==> src/rtl/itlb_lru_pkg.sv <==
`timescale 1ns/1ps
package itlb_lru_pkg;

   localparam int SLOTS    = 4;
   localparam int AGE_BITS = 6;

   typedef logic [AGE_BITS-1:0] age_t;

   // bits that must be examined to call slot s the oldest
   function automatic age_t pick_mask(input int s);
      case (s)
         0:       pick_mask = 6'b111000;
         1:       pick_mask = 6'b100110;
         2:       pick_mask = 6'b010101;
         default: pick_mask = 6'b001011;
      endcase
   endfunction

   // value those bits must hold for slot s to be the oldest
   function automatic age_t pick_value(input int s);
      case (s)
         0:       pick_value = 6'b111000;
         1:       pick_value = 6'b000110;
         2:       pick_value = 6'b000001;
         default: pick_value = 6'b000000;
      endcase
   endfunction

   // pair bits cleared when slot s becomes the newest
   function automatic age_t keep_mask(input int s);
      case (s)
         0:       keep_mask = 6'b000111;
         1:       keep_mask = 6'b111001;
         2:       keep_mask = 6'b111110;
         default: keep_mask = 6'b111111;
      endcase
   endfunction

   // pair bits set when slot s becomes the newest
   function automatic age_t set_mask(input int s);
      case (s)
         0:       set_mask = 6'b000000;
         1:       set_mask = 6'b100000;
         2:       set_mask = 6'b010100;
         default: set_mask = 6'b001011;
      endcase
   endfunction

endpackage

==> src/rtl/itlb_lru_decode.sv <==
`timescale 1ns/1ps
module itlb_lru_decode
   import itlb_lru_pkg::*;
#(
   parameter int ENTRIES = 4,
   parameter int FLD_W   = 6,
   localparam int IDX_W  = $clog2(ENTRIES)
) (
   input  logic [FLD_W-1:0] age_i,
   output logic [IDX_W-1:0] oldest_o,
   output logic             none_o
);

   logic [ENTRIES-1:0] match;

   for (genvar e = 0; e < ENTRIES; e++) begin : g_match
      localparam age_t MSK = pick_mask(e);
      localparam age_t VAL = pick_value(e);
      assign match[e] = ((age_i & MSK) == VAL);
   end

   // lowest-numbered matching slot wins
   always_comb begin
      oldest_o = IDX_W'(ENTRIES - 1);
      for (int e = ENTRIES - 1; e >= 0; e--) begin
         if (match[e]) oldest_o = IDX_W'(e);
      end
   end

   assign none_o = ~|match;

endmodule

==> src/rtl/itlb_lru_update.sv <==
`timescale 1ns/1ps
module itlb_lru_update
   import itlb_lru_pkg::*;
#(
   parameter int ENTRIES = 4,
   parameter int FLD_W   = 6,
   localparam int IDX_W  = $clog2(ENTRIES)
) (
   input  logic [FLD_W-1:0] age_i,
   input  logic [IDX_W-1:0] slot_i,
   output logic [FLD_W-1:0] age_o
);

   logic [FLD_W-1:0] keep_tab [ENTRIES];
   logic [FLD_W-1:0] set_tab  [ENTRIES];

   for (genvar e = 0; e < ENTRIES; e++) begin : g_tab
      assign keep_tab[e] = keep_mask(e);
      assign set_tab[e]  = set_mask(e);
   end

   // clear first, then set
   assign age_o = (age_i & keep_tab[slot_i]) | set_tab[slot_i];

endmodule

==> src/rtl/itlb_lru_state.sv <==
`timescale 1ns/1ps
module itlb_lru_state #(
   parameter int FLD_W = 6
) (
   input  logic             clk,
   input  logic             rst_n,
   input  logic             load_i,
   input  logic [FLD_W-1:0] load_val_i,
   input  logic             upd_i,
   input  logic [FLD_W-1:0] upd_val_i,
   output logic [FLD_W-1:0] age_o
);

   always_ff @(posedge clk or negedge rst_n) begin
      if (!rst_n) begin
         age_o <= '0;
      end else if (load_i) begin
         age_o <= load_val_i;
      end else if (upd_i) begin
         age_o <= upd_val_i;
      end
   end

endmodule

==> src/rtl/itlb_lru_tracker.sv <==
`timescale 1ns/1ps
module itlb_lru_tracker #(
   parameter int REG_W   = 32,
   parameter int LRU_LSB = 26,
   parameter int ENTRIES = 4,
   localparam int FLD_W  = REG_W - LRU_LSB,
   localparam int IDX_W  = $clog2(ENTRIES)
) (
   input  logic               clk,
   input  logic               rst_n,
   input  logic [LRU_LSB-1:0] ctl_rest_i,
   input  logic               lru_wr_i,
   input  logic [FLD_W-1:0]   lru_wdata_i,
   input  logic               touch_vld_i,
   input  logic [IDX_W-1:0]   touch_idx_i,
   input  logic               refill_i,
   output logic [REG_W-1:0]   ctl_o,
   output logic [IDX_W-1:0]   victim_o,
   output logic               victim_err_o,
   output logic               fill_we_o,
   output logic [IDX_W-1:0]   fill_slot_o
);

   if (ENTRIES != itlb_lru_pkg::SLOTS) begin : g_bad_entries
      $error("itlb_lru_tracker: pattern tables exist only for four slots");
   end
   if (FLD_W != ENTRIES * (ENTRIES - 1) / 2) begin : g_bad_field
      $error("itlb_lru_tracker: field width must equal the number of slot pairs");
   end

   logic [FLD_W-1:0] age_q;
   logic [FLD_W-1:0] age_nxt;
   logic [IDX_W-1:0] upd_slot;
   logic             refill_go;
   logic             upd_en;

   itlb_lru_decode #(.ENTRIES(ENTRIES), .FLD_W(FLD_W)) dec_i (
      .age_i    (age_q),
      .oldest_o (victim_o),
      .none_o   (victim_err_o)
   );

   assign refill_go = refill_i & ~victim_err_o & ~lru_wr_i;
   assign upd_slot  = refill_go ? victim_o : touch_idx_i;
   assign upd_en    = refill_go | touch_vld_i;

   itlb_lru_update #(.ENTRIES(ENTRIES), .FLD_W(FLD_W)) upd_i (
      .age_i  (age_q),
      .slot_i (upd_slot),
      .age_o  (age_nxt)
   );

   itlb_lru_state #(.FLD_W(FLD_W)) st_i (
      .clk        (clk),
      .rst_n      (rst_n),
      .load_i     (lru_wr_i),
      .load_val_i (lru_wdata_i),
      .upd_i      (upd_en),
      .upd_val_i  (age_nxt),
      .age_o      (age_q)
   );

   assign fill_we_o   = refill_go;
   assign fill_slot_o = victim_o;
   assign ctl_o       = {age_q, ctl_rest_i};

endmodule

==> config.mk <==
export PLATFORM = sky130hd
export DESIGN_NAME = itlb_lru_tracker
export DESIGN_NICKNAME = d
export VERILOG_FILES = /design/src/rtl/itlb_lru_pkg.sv /design/src/rtl/itlb_lru_decode.sv /design/src/rtl/itlb_lru_update.sv /design/src/rtl/itlb_lru_state.sv /design/src/rtl/itlb_lru_tracker.sv
export SDC_FILE = /design/constraint.sdc
export NUM_CORES = 1
export LEC_CHECK = 0
export BUFFER_PORTS_ARGS = -buffer_cell sky130_fd_sc_hd__clkbuf_2
export CAP_MARGIN = 0
export CORE_UTILIZATION = 37
export CTS_BUF_LIST = sky130_fd_sc_hd__clkbuf_8 sky130_fd_sc_hd__clkbuf_16
export DETAILED_ROUTE_END_ITERATION = 12
export GPL_TIMING_DRIVEN = 0
export PLACE_DENSITY_LB_ADDON = 0.15
export SETUP_SLACK_MARGIN = 0.1
export SYNTH_ARGS = -nofsm -noshare
export SYNTH_HDL_FRONTEND = slang
export SYNTH_SLANG_ARGS = --single-unit
==> constraint.sdc <==
create_clock -name clk -period 4.4 [get_ports clk]
set_input_delay 0.44 -clock clk [delete_from_list [all_inputs] [get_ports clk]]
set_output_delay 0.44 -clock clk [all_outputs]
set_load 0.02 [all_outputs]
==> summary.md, run 1 <==
| Metric | Value |
|---|---|
| Initial DRC count | 5 |
| Max-Cap Viols | 0 |
| Post-synth EDFFs | 0 |
| Post-cts sizing count | 0 |
| Ant diodes | 0 |
| Unrepaired setup endpoints after global routing | no |
| Cell Rows | 15 |
| Slew Viols, Final | 0 |
| Part of the cycle the worst path needs | 0.484 |
| Hold Path Class | input port to asynchronous set/reset pin |
| Share of synthesized cell area in full adder, half adder and majority cells | 0 |
| I/O pin total | 77 |
| CTS tree | done |
| Yosys top cell area share | 0.287 |
| Clk_skew | 1.69 ps |
| Post-CTS Hold Fix Bufs | 0 |
| Largest family of logic cells by synthesized area | buffers and inverters |
| Root Driver | clkbuf_8 |
| #FFs+latches synth | 6 |
| Post-Synth Simple-Gate Area | 0.210 |
| Library cells used by synthesis | 31 |
| Die area | about 2200 sq um |
| Largest cells by area after synthesis | buf_4 29%, dfrtp_1 21%, o41ai_4 3.8% |
| Pin count of the biggest net entering global routing | 11 |
| Post-synth top cells | 28 x buf_4, 6 x dfrtp_1, 6 x inv_1 |
| DRT antenna net count | 0 |
| Static Leakage | 0.581 nW |
| Mean post-synth cell area | 8.61 sq um |
| First-pass GRT wire length | around 2500 um |
| DRC Markers | 0 |
| Most common cell in the synthesized netlist | buf_4 |
| Post-synthesis mux area share | 0.0274 |
| Crit path max fanout | 4 |
| Setup tns final | 0 ps |
| Setup Fix Bufs, Post-CTS | 0 |
| Max-slew headroom | 0.732 |
| Tot Pwr | 0.000343 W |
| Tmin final | 2130 ps |
| Largest area contributor in the netlist | buf_4 |
| Mapped Cells | 85 |
| Total track usage | 0.164 |
| Initial cell density of the core | 0.411 |
| DIE HEIGHT | around 46 um |
| Post-synthesis compound-gate area fraction | 0.232 |
| CTS sink count | 6 |
| Worst VDD drop | around 0.22 mV |
| Worst skew pair latency | 220 ps |
| Worst-path clk slew | around 40 ps |
| Synthesis Warnings | 0 |
| Antenna violations before repair | 0 |
| Synthesized cell area | between 700 and 800 sq um |
| Num CTS Buffers | 3 |
| GPL Wtd Cong | 0.766 |
| CP required | 3960 ps |
| CP Capture Type | primary output |
| Post-Synth XOR/XNOR Area | 0 |
| Via density | about 4.6 |
| Share of cells above drive strength 1 | 0.681 |
| Post-detail-place hpwl | 1470 um |
| Number of global-route vias before repair | 628 |
| Fmax | 470 MHz |
| PortBufs | 50 |
| Core region area | 1780 sq um |
| Vias | 753 |
| CTS HTree Levels | 1 |
| Power Dens Cells | between 300 and 400 nW/um^2 |
| Seq/Total Area, Yosys | 0.205 |
| WP data arrival | around 1700 ps |
| P&R area growth vs syn | 44.1% |
| Fillers | between 150 and 200 |
| Drt total wl | 1710 um |
| Slew @ Worst Pin | 391 ps |
| Max clock buf depth | 2 |
| # nets final | 179 |
| DR pass1 iterations | 4 |
| Total grt overflow | 0 |
| Final setup violation count | 0 |
| Wire per inst | 10.5 um |
| Die X | 46.5 um |
| Setup CP Type | flip-flop to primary output |
| Hold Vio Cnt, Final | 0 |
| Outcome | finished, final reports clean |
| Main flop type after synthesis | dfrtp_1 |
| Async SR Flop Fraction | 1.00 |
| CP Launch Type | flip-flop |
| Net Count, Synth | between 100 and 150 |
-- per-layer routing --
metal  vias up  GRT usage  routed length (um)
li1        374          -                   -
met1       332      0.202                 717
met2        45      0.278                 853
met3         2     0.0118                 124
met4         0     0.0882                  10
met5         -          0                   0
-- final timing paths --
kind                                              end  slack [ps]  depth (start not counted)
hold reg to reg             st_i.age_o[2]$_DFFE_PN0P_         600                          1
min in group clk                            flip-flop         430                          3
max in group asynchronous  asynchronous set/reset pin        4210                          1
setup reg to reg            st_i.age_o[2]$_DFFE_PN0P_        2390                          5
hold / removal             asynchronous set/reset pin          40                          1
setup / recovery                            fill_we_o        2270                          5
-- metrics by stage --
stage / area [sq um] / utilization / worst slack (ps) / std cells / hold WS (ps)
after floorplan: 732 / - / 2110 / 85 / 144
after CTS: 1050 / 0.592 / 2280 / 163 / 37.2
after detailed placement: 1010 / 0.568 / 2420 / 160 / 272
after global routing: 1050 / 0.592 / 2190 / 163 / 43.5
after global placement: 1010 / 0.568 / 2450 / 160 / 275
final: 1050 / 0.592 / 2270 / 163 / 40.1
-- placed cells by master, fill, tap and decap left out, drive strengths merged, types with 2 or more instances in the layout --
cell type	synthesis	final
nor3	5	5
nand2	5	5
buf	29	29
or2	2	2
a211oi	2	2
a221o	2	2
dfrtp	6	6
nand2b	2	2
mux2i	2	2
clkbuf	0	53
o21ai	5	5
inv	6	6
nor2	5	5
-- worst max-delay path, cell delays in order (launching register included) --
cell and delay [ps]:
dfrtp_1 410, and3_4 220, or2_2 330, nor3_1 260, nor2_1 80, clkbuf_2 160
-- final cells by class --
type                            instances  area (sq um)  area share
Clock buffer                            3          41.3      0.0391
Tap cell                               25          31.3      0.0297
Multi-Input combinational cell         44           344       0.326
Buffer                                 29           215       0.204
Sequential cell                         6           150       0.142
Inverter                                6          22.5      0.0214
Timing Repair Buffer                   50           250       0.237
-- kinds of logic (layout without fill, tap and decap cells) --
logic type	count (synthesis)	in the layout
flip-flops	6	6
AND/OR/NAND/NOR	26	26
multiplexers	2	2
AO/OA/AOI/OAI	16	16
buffers and inverters	35	88
-- where the power goes --
part | switching [W] | internal [W]
combinational | 0.000106 | 0.0000809
clock | 0.0000219 | 0.0000586
sequential | 0.0000111 | 0.0000648
total | 0.000138 | 0.000204
(Power assumes the default switching activity.)
==> run 2: changes to the inputs <==
--- a/config.mk
+++ b/config.mk
@@ -7,7 +7,7 @@
 export LEC_CHECK = 0
 export BUFFER_PORTS_ARGS = -buffer_cell sky130_fd_sc_hd__clkbuf_2
 export CAP_MARGIN = 0
-export CORE_UTILIZATION = 37
+export CORE_UTILIZATION = 31
 export CTS_BUF_LIST = sky130_fd_sc_hd__clkbuf_8 sky130_fd_sc_hd__clkbuf_16
 export DETAILED_ROUTE_END_ITERATION = 12
 export GPL_TIMING_DRIVEN = 0
==> constraint.sdc (replaced) <==
create_clock -name clk -period 1.8 [get_ports clk]
set_input_delay 0.18 -clock clk [delete_from_list [all_inputs] [get_ports clk]]
set_output_delay 0.18 -clock clk [all_outputs]
set_load 0.02 [all_outputs]
==> run 2 against run 1 <==
  * The run now ends with setup timing left
  * Die area is 18% higher
  * Via count is 8.2% higher
  * Total power grew to 2.9 times the previous value
  * Clock skew is 0.81 ps lower
  * Sequential power grew to 2.5 times the previous value
  * Clock-buffer cell count stayed put
  * Sequential cell count stayed put
==> summary.md, run 2 (synthesis gave the netlist of run 1 again) <==
| Metric | Value |
|---|---|
| DIE HEIGHT | 50.6 um (was 46.5 um) |
| Placed cell count | 163 (was 160) |
| Final setup violation count | 6 (was 0) |
| CP Cell Sequence | and3_4 > o41ai_4 > mux2i_2 > o21ai_1 > a221o_1 (was and3_4 > or2_2 > nor3_1 > nor2_1 > clkbuf_2) |
| Static Leakage | 0.648 nW (was 0.581 nW) |
| Share of cells above drive strength 1 | 0.773 (was 0.681) |
| Failing checks | setup timing |
| Power Dens Cells | 801 nW/um^2 (was 325 nW/um^2) |
| Post-detail-place hpwl | 1460 um (was 1470 um) |
| DRT antenna net count | 0 (unchanged) |
| Unrepaired setup endpoints after global routing | yes (was no) |
| Initial DRC count | 12 (was 5) |
| Fillers | 219 (was 184) |
| CTS HTree Levels | 1 (unchanged) |
| Max-Cap Viols | 0 (unchanged) |
| Reg2Reg Depth | 5 (unchanged) |
| Crit path max fanout | 4 (unchanged) |
| Number of global-route vias before repair | 660 (was 628) |
| Fmax | 524 MHz |
| DR pass1 iterations | 6 (was 4) |
| Vias | 815 (was 753) |
| First-pass GRT wire length | 2860 um (was 2500 um) |
| Worst-path clk slew | 40 ps (about the same) |
| Die area | 2560 sq um (was 2160 sq um) |
| DRC Markers | 0 (unchanged) |
| Setup CP Type | flip-flop to flip-flop (was flip-flop to primary output) |
| Slowest CP cell | dfrtp_2 (was dfrtp_1) |
| Die X | 50.6 um (was 46.5 um) |
| CTS tree | done (unchanged) |
| CP required | 1900 ps (was 3960 ps) |
| Via density | 4.58 (was 4.62) |
| Most common cell after layout, fill and taps aside | clkbuf_2 (unchanged) |
| Seq. cell area | 158 sq um (was 150 sq um) |
| Total grt overflow | 0 (unchanged) |
| Ant diodes | 0 (unchanged) |
| Tmin final | 1910 ps |
| Worst Setup Slack, final | -109 ps (was 2270 ps) |
| WP data arrival | 2010 ps (was 1690 ps) |
| CP Launch Type | flip-flop (unchanged) |
| Part of the cycle the worst path needs | 1.06 |
| Hold Vio Cnt, Final | 0 (unchanged) |
| Antenna violations before repair | 0 (unchanged) |
| Initial cell density of the core | 0.331 (was 0.411) |
| Crit path largest cell delay | 420 ps (was 410 ps) |
| Highest-count cells in the layout ignoring fill and taps | 47 x clkbuf_2, 36 x buf_4, 6 x dfrtp_2 (was 50 x clkbuf_2, 28 x buf_4, 6 x inv_1, 6 x dfrtp_1) |
| Pin count of the biggest net entering global routing | 11 (unchanged) |
| Max clock buf depth | 2 (unchanged) |
| PortBufs | 50 (unchanged) |
| GPL Wtd Cong | 0.809 (was 0.766) |
| Outcome | complete, but fails checks (was finished, final reports clean) |
| Worst VDD drop | 0.605 mV (was 0.219 mV) |
| Hold Path Class | input port to flip-flop (was input port to asynchronous set/reset pin) |
| R2r endpoint | st_i.age_o[2]$_DFFE_PN0P_ (unchanged) |
| Core region area | 2210 sq um (was 1780 sq um) |
| Wire per inst | 10.6 um (was 10.5 um) |
| WHS Path Cells | 3 |
| I/O pin total | 77 (unchanged) |
| # nets final | 191 (was 179) |
| Core Util, Final | 0.555 (was 0.592) |
| Slew Viols, Final | 0 (unchanged) |
| Root Driver | clkbuf_8 (unchanged) |
| Cell Rows | 17 (was 15) |
| Hold Crit Start | lru_wdata_i[0] |
| Fin cells | 178 (was 163) |
| CP Capture Type | flip-flop (was primary output) |
| Clk_skew | 0.880 ps (was 1.69 ps) |
| R2r setup slk | -110 ps (was 2390 ps) |
| Area occupied by multi-input gates | 384 sq um (was 344 sq um) |
| Worst skew pair latency | 220 ps (about the same) |
| Max-slew headroom | 0.760 (was 0.732) |
| Slew @ Worst Pin | 359 ps (was 391 ps) |
| Total track usage | 0.148 (was 0.164) |
| CTS sink count | 6 (unchanged) |
| Drt total wl | 1890 um (was 1710 um) |
| Num CTS Buffers | 3 (unchanged) |
| P&R area growth vs syn | 67.9% (was 44.1%) |
-- run 2: cell types whose count changed in the layout (fill, tap and decap cells not counted), moves of 2 or more --
| cell | before | now |
|---|---|---|
| buf_4 | 28 | 36 |
| buf_6 | 0 | 4 |
| clkbuf_2 | 50 | 47 |
| dfrtp_1 | 6 | 0 |
| dfrtp_2 | 0 | 6 |
| nor3_1 | 4 | 2 |
| nor3_4 | 0 | 2 |
-- run 2: how the worst max path moves through the flow --
| stage | slack (ps) | cells past startpoint | from | to |
|---|---|---|---|---|
| 3_3_place_gp | -160 | 5 | flip-flop | st_i.age_o[2]$_DFFE_PN0P_ |
| 5_1_grt | -160 | 5 | st_i.age_o[3]$_DFFE_PN0P_ | st_i.age_o[2]$_DFFE_PN0P_ |
| 6_report | -110 | 5 | flip-flop | st_i.age_o[2]$_DFFE_PN0P_ |
| 3_5_place_dp | -160 | 5 | flip-flop | st_i.age_o[2]$_DFFE_PN0P_ |
| 4_1_cts | -50 | 5 | st_i.age_o[2]$_DFFE_PN0P_ | st_i.age_o[2]$_DFFE_PN0P_ |
| 2_1_floorplan | -40 | 5 | flip-flop | st_i.age_o[2]$_DFFE_PN0P_ |
-- run 2: layout make-up --
cell class                      instances  area share
Multi-Input combinational cell         44       0.313
Timing Repair Buffer                   62       0.300
Buffer                                 29       0.178
Sequential cell                         6       0.128
Clock buffer                            3      0.0336
Tap cell                               28      0.0285
Inverter                                6      0.0183
-- run 2: metal layers --
metal  routed length (um)  vias up  track usage
met3                  171        2       0.0242
li1                     -      399            -
met4                   13        0       0.0556
met1                  760      360        0.181
met5                    0        -            0
met2                  948       54        0.256
-- run 2: stage by stage --
step           setup TNS (ps)  setup slack, ps  total power (W)  area, sq um  hold WS, ps
2_1_floorplan           -42.7            -42.7         0.000524          744         -116
3_3_place_gp             -216             -161         0.000648         1030         15.3
3_5_place_dp             -217             -158         0.000654         1030         18.0
4_1_cts                 -46.6            -45.8         0.000945         1180          175
5_1_grt                  -689             -155          0.00104         1230          198
6_report                 -311             -109         0.000984         1230          172
-- run 2: where the power goes --
group	internal (W)	switching, W
clock	0.000144	0.0000575
sequential	0.000163	0.0000280
combinational	0.000294	0.000298
total	0.000601	0.000384
-- run 2: repair_timing --
| item | CTS | global route |
|---|---|---|
| gates cloned | 0 | 0 |
| hold endpoints to repair | 6 | 0 |
| pin swaps | 10 | 10 |
| endpoints found under the setup margin | 11 | 11 |
| resized for setup | 10 | 8 |
| buffers inserted | 8 | 4 |
| hold buffers | 1 | 0 |
-- run 2: critical path, delay by kind of cell, from the launching register on --
kind,cells,cell delay [ps]
compound gates,3,810
mux,1,350
simple gates,1,210
flops,1,420
